[src/rtl/dpd_pkg.sv]
package dpd_pkg;
  // one-hot phase ring state: bit0 = phase-0, bit1 = phase-180
  typedef enum logic [1:0] {
    PH0   = 2'b01,
    PH180 = 2'b10
  } phase_e;
endpackage

[src/rtl/dpd_phase_ring.sv]
module dpd_phase_ring
  import dpd_pkg::*;
(
  input  logic clk_i,
  input  logic rst_ni,
  output logic ph0_o,
  output logic ph180_o
);
  logic [1:0] ring_q;

  always_ff @(posedge clk_i or negedge rst_ni) begin
    if (!rst_ni) ring_q <= PH0;
    else         ring_q <= {ring_q[0], ring_q[1]};
  end

  assign ph0_o   = ring_q[0];
  assign ph180_o = ring_q[1];

  p_phase_alt_a_r3: assert property (@(posedge clk_i) disable iff (!rst_ni)
    ph0_o |=> ph180_o && !ph0_o);
  p_phase_alt_b_r3: assert property (@(posedge clk_i) disable iff (!rst_ni)
    ph180_o |=> ph0_o && !ph180_o);
endmodule

[src/rtl/dpd_hi_stage.sv]
module dpd_hi_stage #(
  parameter int unsigned HI_W = 5
) (
  input  logic            clk_i,
  input  logic            rst_ni,
  input  logic            ph0_i,
  input  logic            launch_i,
  input  logic            clr_i,
  input  logic [HI_W-1:0] code_hi_i,
  input  logic            lsb_i,
  output logic            match_o,
  output logic            th0_o
);
  localparam logic [HI_W-1:0] ONE = HI_W'(1);

  logic [HI_W-1:0] hi_q, hi_nxt;
  logic            cnt_en_q, match_q, th0_q, hit;

  always_comb begin
    hi_nxt = launch_i ? '0 : hi_q + ONE;
    hit    = (launch_i | cnt_en_q) && (hi_nxt == code_hi_i);
  end

  always_ff @(posedge clk_i or negedge rst_ni) begin
    if (!rst_ni) begin
      hi_q     <= '0;
      cnt_en_q <= 1'b0;
      match_q  <= 1'b0;
      th0_q    <= 1'b0;
    end else if (ph0_i) begin
      if (launch_i | cnt_en_q) hi_q <= hi_nxt;
      cnt_en_q <= (launch_i | cnt_en_q) & ~hit;
      match_q  <= hit;
      th0_q    <= (launch_i ? 1'b0 : th0_q) | (hit & ~lsb_i);
    end else if (clr_i) begin
      th0_q <= 1'b0;
    end
  end

  assign match_o = match_q;
  assign th0_o   = th0_q;

  // upper count never sits at its top value while still counting
  p_no_wrap_r8: assert property (@(posedge clk_i) disable iff (!rst_ni)
    cnt_en_q |-> hi_q != '1);
  // counting only advances on phase-0 edges
  p_hi_ph0_only_r2: assert property (@(posedge clk_i) disable iff (!rst_ni)
    !ph0_i |=> $stable(hi_q));
endmodule

[src/rtl/dpd_lo_stage.sv]
module dpd_lo_stage (
  input  logic clk_i,
  input  logic rst_ni,
  input  logic ph180_i,
  input  logic clr_i,
  input  logic match_i,
  input  logic lsb_i,
  output logic th1_o
);
  logic th1_q;

  always_ff @(posedge clk_i or negedge rst_ni) begin
    if (!rst_ni)                          th1_q <= 1'b0;
    else if (clr_i)                       th1_q <= 1'b0;
    else if (ph180_i && match_i && lsb_i) th1_q <= 1'b1;
  end

  assign th1_o = th1_q;

  // odd codes finish on a phase-180 edge
  p_lo_on_ph180_r4: assert property (@(posedge clk_i) disable iff (!rst_ni)
    $rose(th1_q) |-> $past(ph180_i) && $past(match_i));
endmodule

[src/rtl/dual_phase_delay_ctr.sv]
module dual_phase_delay_ctr #(
  parameter int unsigned CODE_W = 16
) (
  input  logic              clk_i,
  input  logic              rst_ni,
  input  logic              start_i,
  input  logic [CODE_W-1:0] code_i,
  output logic              th_reached_o,
  output logic              busy_o
);
  localparam int unsigned HI_W = CODE_W - 1;

  logic              ph0, ph180;
  logic              accept, launch;
  logic              pend_q, run_q;
  logic [CODE_W-1:0] code_q, code_eff;
  logic              match, th0, th1;

  dpd_phase_ring u_ring (
    .clk_i  (clk_i),
    .rst_ni (rst_ni),
    .ph0_o  (ph0),
    .ph180_o(ph180)
  );

  assign busy_o       = pend_q | (run_q & ~th_reached_o);
  assign accept       = start_i & ~busy_o;
  assign launch       = ph0 & (pend_q | accept);
  assign code_eff     = accept ? code_i : code_q;
  assign th_reached_o = th0 | th1;

  always_ff @(posedge clk_i or negedge rst_ni) begin
    if (!rst_ni) begin
      code_q <= '0;
      pend_q <= 1'b0;
      run_q  <= 1'b0;
    end else begin
      if (accept) code_q <= code_i;
      if (ph180 && accept) pend_q <= 1'b1;
      else if (launch)     pend_q <= 1'b0;
      if (launch)            run_q <= 1'b1;
      else if (th_reached_o) run_q <= 1'b0;
    end
  end

  dpd_hi_stage #(.HI_W(HI_W)) u_hi (
    .clk_i    (clk_i),
    .rst_ni   (rst_ni),
    .ph0_i    (ph0),
    .launch_i (launch),
    .clr_i    (accept),
    .code_hi_i(code_eff[CODE_W-1:1]),
    .lsb_i    (code_eff[0]),
    .match_o  (match),
    .th0_o    (th0)
  );

  dpd_lo_stage u_lo (
    .clk_i  (clk_i),
    .rst_ni (rst_ni),
    .ph180_i(ph180),
    .clr_i  (accept),
    .match_i(match),
    .lsb_i  (code_q[0]),
    .th1_o  (th1)
  );

  p_ignore_busy_r7: assert property (@(posedge clk_i) disable iff (!rst_ni)
    (busy_o && start_i) |=> $stable(code_q));
  p_th_hold_r5: assert property (@(posedge clk_i) disable iff (!rst_ni)
    (th_reached_o && !accept) |=> th_reached_o);
  p_busy_drop_r6: assert property (@(posedge clk_i) disable iff (!rst_ni)
    $rose(th_reached_o) |-> !busy_o);
  p_pend_one_edge_r3: assert property (@(posedge clk_i) disable iff (!rst_ni)
    pend_q |=> !pend_q && run_q);
endmodule

[config.mk]
export PLATFORM = sky130hd
export DESIGN_NAME = dual_phase_delay_ctr
export DESIGN_NICKNAME = d
export VERILOG_FILES = /design/src/rtl/dpd_pkg.sv /design/src/rtl/dpd_phase_ring.sv /design/src/rtl/dpd_hi_stage.sv /design/src/rtl/dpd_lo_stage.sv /design/src/rtl/dual_phase_delay_ctr.sv
export SDC_FILE = /design/constraint.sdc
export NUM_CORES = 1
export LEC_CHECK = 0
export ABC_CLOCK_PERIOD_IN_PS = 2029
export BUFFER_PORTS_ARGS = -buffer_cell sky130_fd_sc_hd__clkbuf_2
export CAP_MARGIN = 25
export CORE_UTILIZATION = 35
export DETAILED_ROUTE_END_ITERATION = 10
export GPL_TIMING_DRIVEN = 0
export SLEW_MARGIN = 20
export SYNTH_ARGS = -nofsm -noshare
export SYNTH_HDL_FRONTEND = slang
export SYNTH_SLANG_ARGS = --single-unit
[constraint.sdc]
create_clock -name clk_i -period 2.03 [get_ports clk_i]
set_input_delay 0.3045 -clock clk_i [delete_from_list [all_inputs] [get_ports clk_i]]
set_output_delay 0.3045 -clock clk_i [all_outputs]
set_load 0.05 [all_outputs]
[Word level (Yosys, flattened, before mapping)]
Index checks and enable logic that the tools add are counted.
Widths: inputs -> output; s select.
Storage, ports and cells
  bits in registers: 39
  input port bits: 19
  word-level logic and storage cells: 45
Operators by class
  add/sub/neg operators: 1
  eq/ne operators: 1
  multiplexer cells: 11
  bitwise logic cells: 14
  reduce and logical (&&, ||, !) cells: 9
Operators with widths (count)
  $mux 16: 1
  $add 15x1->15 const B: 1
  $eq 15x15->1: 1
  $mux 15: 1
  $mux 1: 9
  $reduce_bool 2->1: 4
  $and 1x1->1: 5
  $or 1x1->1: 5
  $logic_and 1x1->1: 4
  $not 1->1: 4
  $reduce_and 2->1: 1

[Logic depth before layout (Yosys ltp)]
  word-level depth: 14
  mapped depth: 9
  mapped depth without buffers: 9

[Modules after synthesis]
From an unflattened synthesis, not the netlist that was laid out.
Second synthesis, totals
  cells, all modules: 270
  area, all modules: 2602.5 um^2
Modules (own cells, without submodules)
  dpd_hi_stage: instances 1, cells an instance 218, area an instance 1749.2 um^2
  dual_phase_delay_ctr: instances 1, cells an instance 47, area an instance 767.0 um^2
  dpd_phase_ring: instances 1, cells an instance 2, area an instance 51.3 um^2
  dpd_lo_stage: instances 1, cells an instance 3, area an instance 35.0 um^2

[Worst setup path after synthesis]
Ideal clock, no wire load.
  path type: register to register
  from: reg u_hi.th0_q (netlist: u_hi.th0_o)
  to: reg u_hi.cnt_en_q
  library setup time: 0.147 ns
  data arrival time: 2.098 ns
  data required time: 1.883 ns
  slack: -0.216 ns
  stages on the path, launching flop included: 9
  buffers on the path: 0
  clock period less this slack: 2.246 ns
  cell sequence: dfrtp_1 -> nor3b_4 -> nor2_4 -> mux2_4 -> xor2_1 -> o311ai_1 -> nand4_1 -> nor4_2 -> a41oi_1
On the way
  elaborated cells between the ends (all ways): 15
RTL lines
  start, declared: RTL line dpd_hi_stage.sv:17  | logic cnt_en_q, match_q, th0_q, hit;
  start signal, assigned: RTL line dpd_hi_stage.sv:34  | th0_q <= (launch_i ? 1'b0 : th0_q) | (hit & ~lsb_i);
  $or 1x1->1: RTL line dual_phase_delay_ctr.sv:30  | assign th_reached_o = th0 | th1;
  $not 1->1: RTL line dual_phase_delay_ctr.sv:26  | assign busy_o = pend_q | (run_q & ~th_reached_o);
  $and 1x1->1: RTL line dual_phase_delay_ctr.sv:26
  $or 1x1->1: RTL line dual_phase_delay_ctr.sv:26
  $not 1->1: RTL line dual_phase_delay_ctr.sv:27  | assign accept = start_i & ~busy_o;
  $and 1x1->1: RTL line dual_phase_delay_ctr.sv:27
  $mux 16
  via code_eff[2]: RTL line dual_phase_delay_ctr.sv:16  | logic [CODE_W-1:0] code_q, code_eff;
  $eq 15x15->1: RTL line dpd_hi_stage.sv:21  | hit = (launch_i | cnt_en_q) && (hi_nxt == code_hi_i);
  $logic_and 1x1->1: RTL line dpd_hi_stage.sv:21
  $not 1->1: RTL line dpd_hi_stage.sv:32  | cnt_en_q <= (launch_i | cnt_en_q) & ~hit;
  $and 1x1->1: RTL line dpd_hi_stage.sv:32
  end signal, assigned: RTL line dpd_hi_stage.sv:32
  end, declared: RTL line dpd_hi_stage.sv:17
The timed path passes the listed nets, and every way through them passes these cells.
A chain may end at the register's enable or synchronous reset.

[Final worst setup path]
  from: reg pend_q
  to: reg u_hi.match_q (netlist: u_hi.match_o)
On the way
  elaborated cells between the ends (all ways): 10
RTL lines
  start, declared: RTL line dual_phase_delay_ctr.sv:15  | logic pend_q, run_q;
  start signal, assigned: RTL line dual_phase_delay_ctr.sv:35  | pend_q <= 1'b0;
  start signal, assigned: RTL line dual_phase_delay_ctr.sv:39  | if (ph180 && accept) pend_q <= 1'b1;
  start signal, assigned: RTL line dual_phase_delay_ctr.sv:40  | else if (launch) pend_q <= 1'b0;
  $or 1x1->1: RTL line dual_phase_delay_ctr.sv:26
  $not 1->1: RTL line dual_phase_delay_ctr.sv:27
  $and 1x1->1: RTL line dual_phase_delay_ctr.sv:27
  $mux 16
  via code_eff[2]: RTL line dual_phase_delay_ctr.sv:16
  $eq 15x15->1: RTL line dpd_hi_stage.sv:21
  $logic_and 1x1->1: RTL line dpd_hi_stage.sv:21
  end signal, assigned: RTL line dpd_hi_stage.sv:33  | match_q <= hit;
  end, declared: RTL line dpd_hi_stage.sv:17
The timed path passes the listed nets, and every way through them passes these cells.

==> impl_metrics.env <==
export IMPL_residual_drc=0
export IMPL_fraction_of_the_core_area_covered_by_cells_at_the_end_of_the_flow_pct=47.2
export IMPL_crit_path_start_kind="flip-flop"
export IMPL_arrival_ps=2560
export IMPL_ys_dominant_reg_cell="sky130_fd_sc_hd__dfrtp_1"
export IMPL_post_synthesis_sequential_area_ratio_pct=43.7
export IMPL_area_growth_syn_to_layout_pct=27.9
export IMPL_hold_path_class="input pin to asynchronous set/reset pin"
export IMPL_yosysTopAreaCell="sky130_fd_sc_hd__dfrtp_1"
export IMPL_series_of_cell_instances_along_the_critical_path="nand2b_4, nor2_4, mux2_4, xor2_1, o311ai_1, nand4_1, nor4_2, buf_4, a41o_1"
export IMPL_clock_latency_ps=300
export IMPL_grt_setup_unrepaired="true"
export IMPL_detail_route_antenna_nets=0
export IMPL_setup_ws_ps=-294
export IMPL_setup_viol=3
export IMPL_cts_tree="done"
export IMPL_status="finished, violations left"
export IMPL_global_route_overflow_total=0
export IMPL_globalplace_congestion=0.800
export IMPL_max_clock_freq_mhz=430
export IMPL_globalRouteTotalUtil_pct=17.6
export IMPL_cpMaxStageDelayCell="sky130_fd_sc_hd__dfrtp_2"
export IMPL_power_per_cell_area_mw_per_mm2=556
export IMPL_crit_path_max_fanout=5
export IMPL_firstDrtPassIters=4
export IMPL_path_buf_inv=1
export IMPL_drt_total_wl_um=5370
export IMPL_report_final_hold_viol_count=0
export IMPL_place_detailed_hpwl_um=3630
export IMPL_synth_top_area_share_pct=42.5
export IMPL_top_area_cells_in_the_synthesized_netlist="sky130_fd_sc_hd__dfrtp_1, sky130_fd_sc_hd__mux2_2, sky130_fd_sc_hd__xnor2_1, sky130_fd_sc_hd__o21ai_0, sky130_fd_sc_hd__nor2_1"
export IMPL_first_iter_violations=91
export IMPL_global_route_wire_length_before_repair_um=8680
export IMPL_critical_path_max_stage_delay_ps=440
export IMPL_final_cell_mix="sky130_fd_sc_hd__dfrtp_1, sky130_fd_sc_hd__o21ai_0, sky130_fd_sc_hd__nor2_1, sky130_fd_sc_hd__nand2_1, sky130_fd_sc_hd__clkbuf_2"
export IMPL_start_util_pct=36.9
export IMPL_ys_async_sr_fraction_pct=100
export IMPL_yosys_register_bits=39
export IMPL_skew_ps=4.60
export IMPL_req_time_crit_path_ps=2270
export IMPL_synth_enable_flop_cells=0
export IMPL_n_fill_cell=586
export IMPL_io_pins=21
export IMPL_clockBufferDepth=2
export IMPL_timing_setup_critical_path_class="flip-flop to flip-flop"
export IMPL_port_buffers=20
export IMPL_area_sequential_um2=982
export IMPL_cts_buffers_inserted=5
export IMPL_wire_per_inst_um=14.9
export IMPL_power_total_w=0.00159
export IMPL_violations="setup timing"
export IMPL_dieArea_mm2=0.00672
export IMPL_cp_end_kind="flip-flop"
export IMPL_critical_path_top_delay_family="simple AND/OR/NAND/NOR gates"
export IMPL_max_vdd_ir_drop_mv=0.271
export IMPL_synth_distinct_cells=44
export IMPL_clock_sinks=39
export IMPL_dp_cells=337
export IMPL_clock_tree_htree_level_count=2
export IMPL_horizontal_extent_of_the_die_um=82.0
export IMPL_static_leakage_power_nw=1.25
export IMPL_syn_cell_area_mm2=0.00224
export IMPL_root_buffer="sky130_fd_sc_hd__clkbuf_8"
export IMPL_timing_max_cap_violations=0
export IMPL_timing_worst_slew_pin_value_ps=876
export IMPL_post_drt_via_cell_ratio=5.19
export IMPL_ys_warn_count=0
export IMPL_clk_pin_slew_worst_paths_ps=80
export IMPL_postSynthCellCount=242
export IMPL_die_height_um=82.0
export IMPL_drive_gt1_share_pct=34.0
export IMPL_crit_path_time_final_ps=2320
export IMPL_core_rowCount=28
export IMPL_synth_nets=262
export IMPL_cts_hold_repair_buffers=0
export IMPL_antenna_violations_before_repair=0
export IMPL_nets=304
export IMPL_timing_slew_headroom_pct=41.6
export IMPL_postSynthAreaPerCell_um2=9.25
export IMPL_placeableCoreArea_mm2=0.00606
export IMPL_vias_in_the_first_global_route=1806
export IMPL_slew_viol_final=0
export IMPL_layout_commonest_cell="sky130_fd_sc_hd__dfrtp_1"
export IMPL_multi_input_gate_area_in_the_final_layout_mm2=0.00133
export IMPL_via_count=1868
export IMPL_diodes=0
export IMPL_min_period_over_period_pct=114
export IMPL_stdcell_count=360
export IMPL_grt_max_degree=40
export IMPL_pre_cts_ws_ps=-697
state kept, by name, indices dropped and copies added, names as in the netlist:
signal and flops:
pend_q 1, u_hi.th0_o 1, code_q 16, u_ring.ring_q 2, run_q 1, u_hi.hi_q 15
u_lo.th1_o 1, u_hi.cnt_en_q 1, u_hi.match_o 1
path summary, 6_finish.rpt:
| path | startpoint | end | slack (ps) | cells after the start |
|---|---|---|---|---|
| min in group clk_i | code_i[0] | code_q[0] | 250 | 2 |
| max reg2reg | pend_q | u_hi.match_o | -290 | 9 |
| max | pend_q | u_hi.match_o | -290 | 9 |
| max in group asynchronous | rst_ni | pend_q | 1300 | 1 |
| min reg2reg | u_ring.ring_q[1] | u_ring.ring_q[0] | 420 | 0 |
| min | rst_ni | u_hi.hi_q[5] | 120 | 1 |
cells in the mapped netlist, types with 2 or more instances:
cell	count
sky130_fd_sc_hd__dfrtp_1	38
sky130_fd_sc_hd__o21ai_0	31
sky130_fd_sc_hd__nor2_1	27
sky130_fd_sc_hd__nand2_1	23
sky130_fd_sc_hd__xnor2_1	18
sky130_fd_sc_hd__mux2_2	15
sky130_fd_sc_hd__inv_1	8
sky130_fd_sc_hd__nand3_1	8
sky130_fd_sc_hd__clkbuf_1	7
sky130_fd_sc_hd__a21oi_1	6
sky130_fd_sc_hd__nor3_1	5
sky130_fd_sc_hd__and3_1	4
sky130_fd_sc_hd__buf_2	4
sky130_fd_sc_hd__a21o_1	3
sky130_fd_sc_hd__mux2i_1	3
sky130_fd_sc_hd__nand4_1	3
sky130_fd_sc_hd__nor4_1	3
sky130_fd_sc_hd__o31ai_1	3
sky130_fd_sc_hd__or3_1	3
sky130_fd_sc_hd__xor2_1	3
sky130_fd_sc_hd__and2_1	2
sky130_fd_sc_hd__nor2b_1	2
sky130_fd_sc_hd__o211ai_1	2
layout make-up:
cell class	count	area share [%]
multi-input combinational	185	46.6
buffer	9	2.10
clock buffer	6	2.88
clock inverter	2	1.22
inverter	8	1.05
tap	75	3.28
timing repair buffer	36	8.57
sequential	39	34.3
stage by stage:
step	setup TNS, ps	area, um2	hold WS, ps
after floorplan	-175	2320	8.91
after global placement	-9070	2510	395
after detailed placement	-10060	2510	406
after CTS	-738	2790	200
after global routing	-1350	2860	201
final	-832	2860	122
cells by family (layout without fill, tap and decap cells):
logic type | Yosys count | count (layout) | share of synthesized area [%]
AO/OA/AOI/OAI | 54 | 54 | 14.0
XOR/XNOR | 21 | 21 | 8.22
adder cells (fa/ha/maj) | 1 | 1 | 0.559
buffers and inverters | 19 | 61 | 3.41
flip-flops | 39 | 39 | 43.7
multiplexers | 19 | 19 | 9.56
AND/OR/NAND/NOR | 89 | 90 | 20.6
routing by layer:
metal / global-route usage, % / up-vias / wire length [um]
met5: 0 / - / 0
li1: - / 935 / -
met3: 3.67 / 5 / 255
met4: 5.44 / 0 / 64
met1: 23.7 / 882 / 2610
met2: 28.3 / 46 / 2440
worst register-to-register path: cells and delay by family (launching register included):
family / cells / cell delay, ps
flops: 1 / 440
buf+inv: 1 / 180
simple gates: 4 / 710
mux: 1 / 340
xor+xnor: 1 / 140
compound gates: 2 / 450
where the power goes:
part / switching (W) / internal [W]
Sequential: 0.00000739 / 0.000793
Clock: 0.000289 / 0.000398
Combinational: 0.0000569 / 0.0000475
Total: 0.000354 / 0.00124
what timing repair did:
item                       CTS  global route
resized for setup           16            11
setup buffers               13             3
setup endpoints to repair   18            11
gates cloned                 1             0
pin swaps                    7             2
No activity file was read; power rests on OpenSTA's default activity.
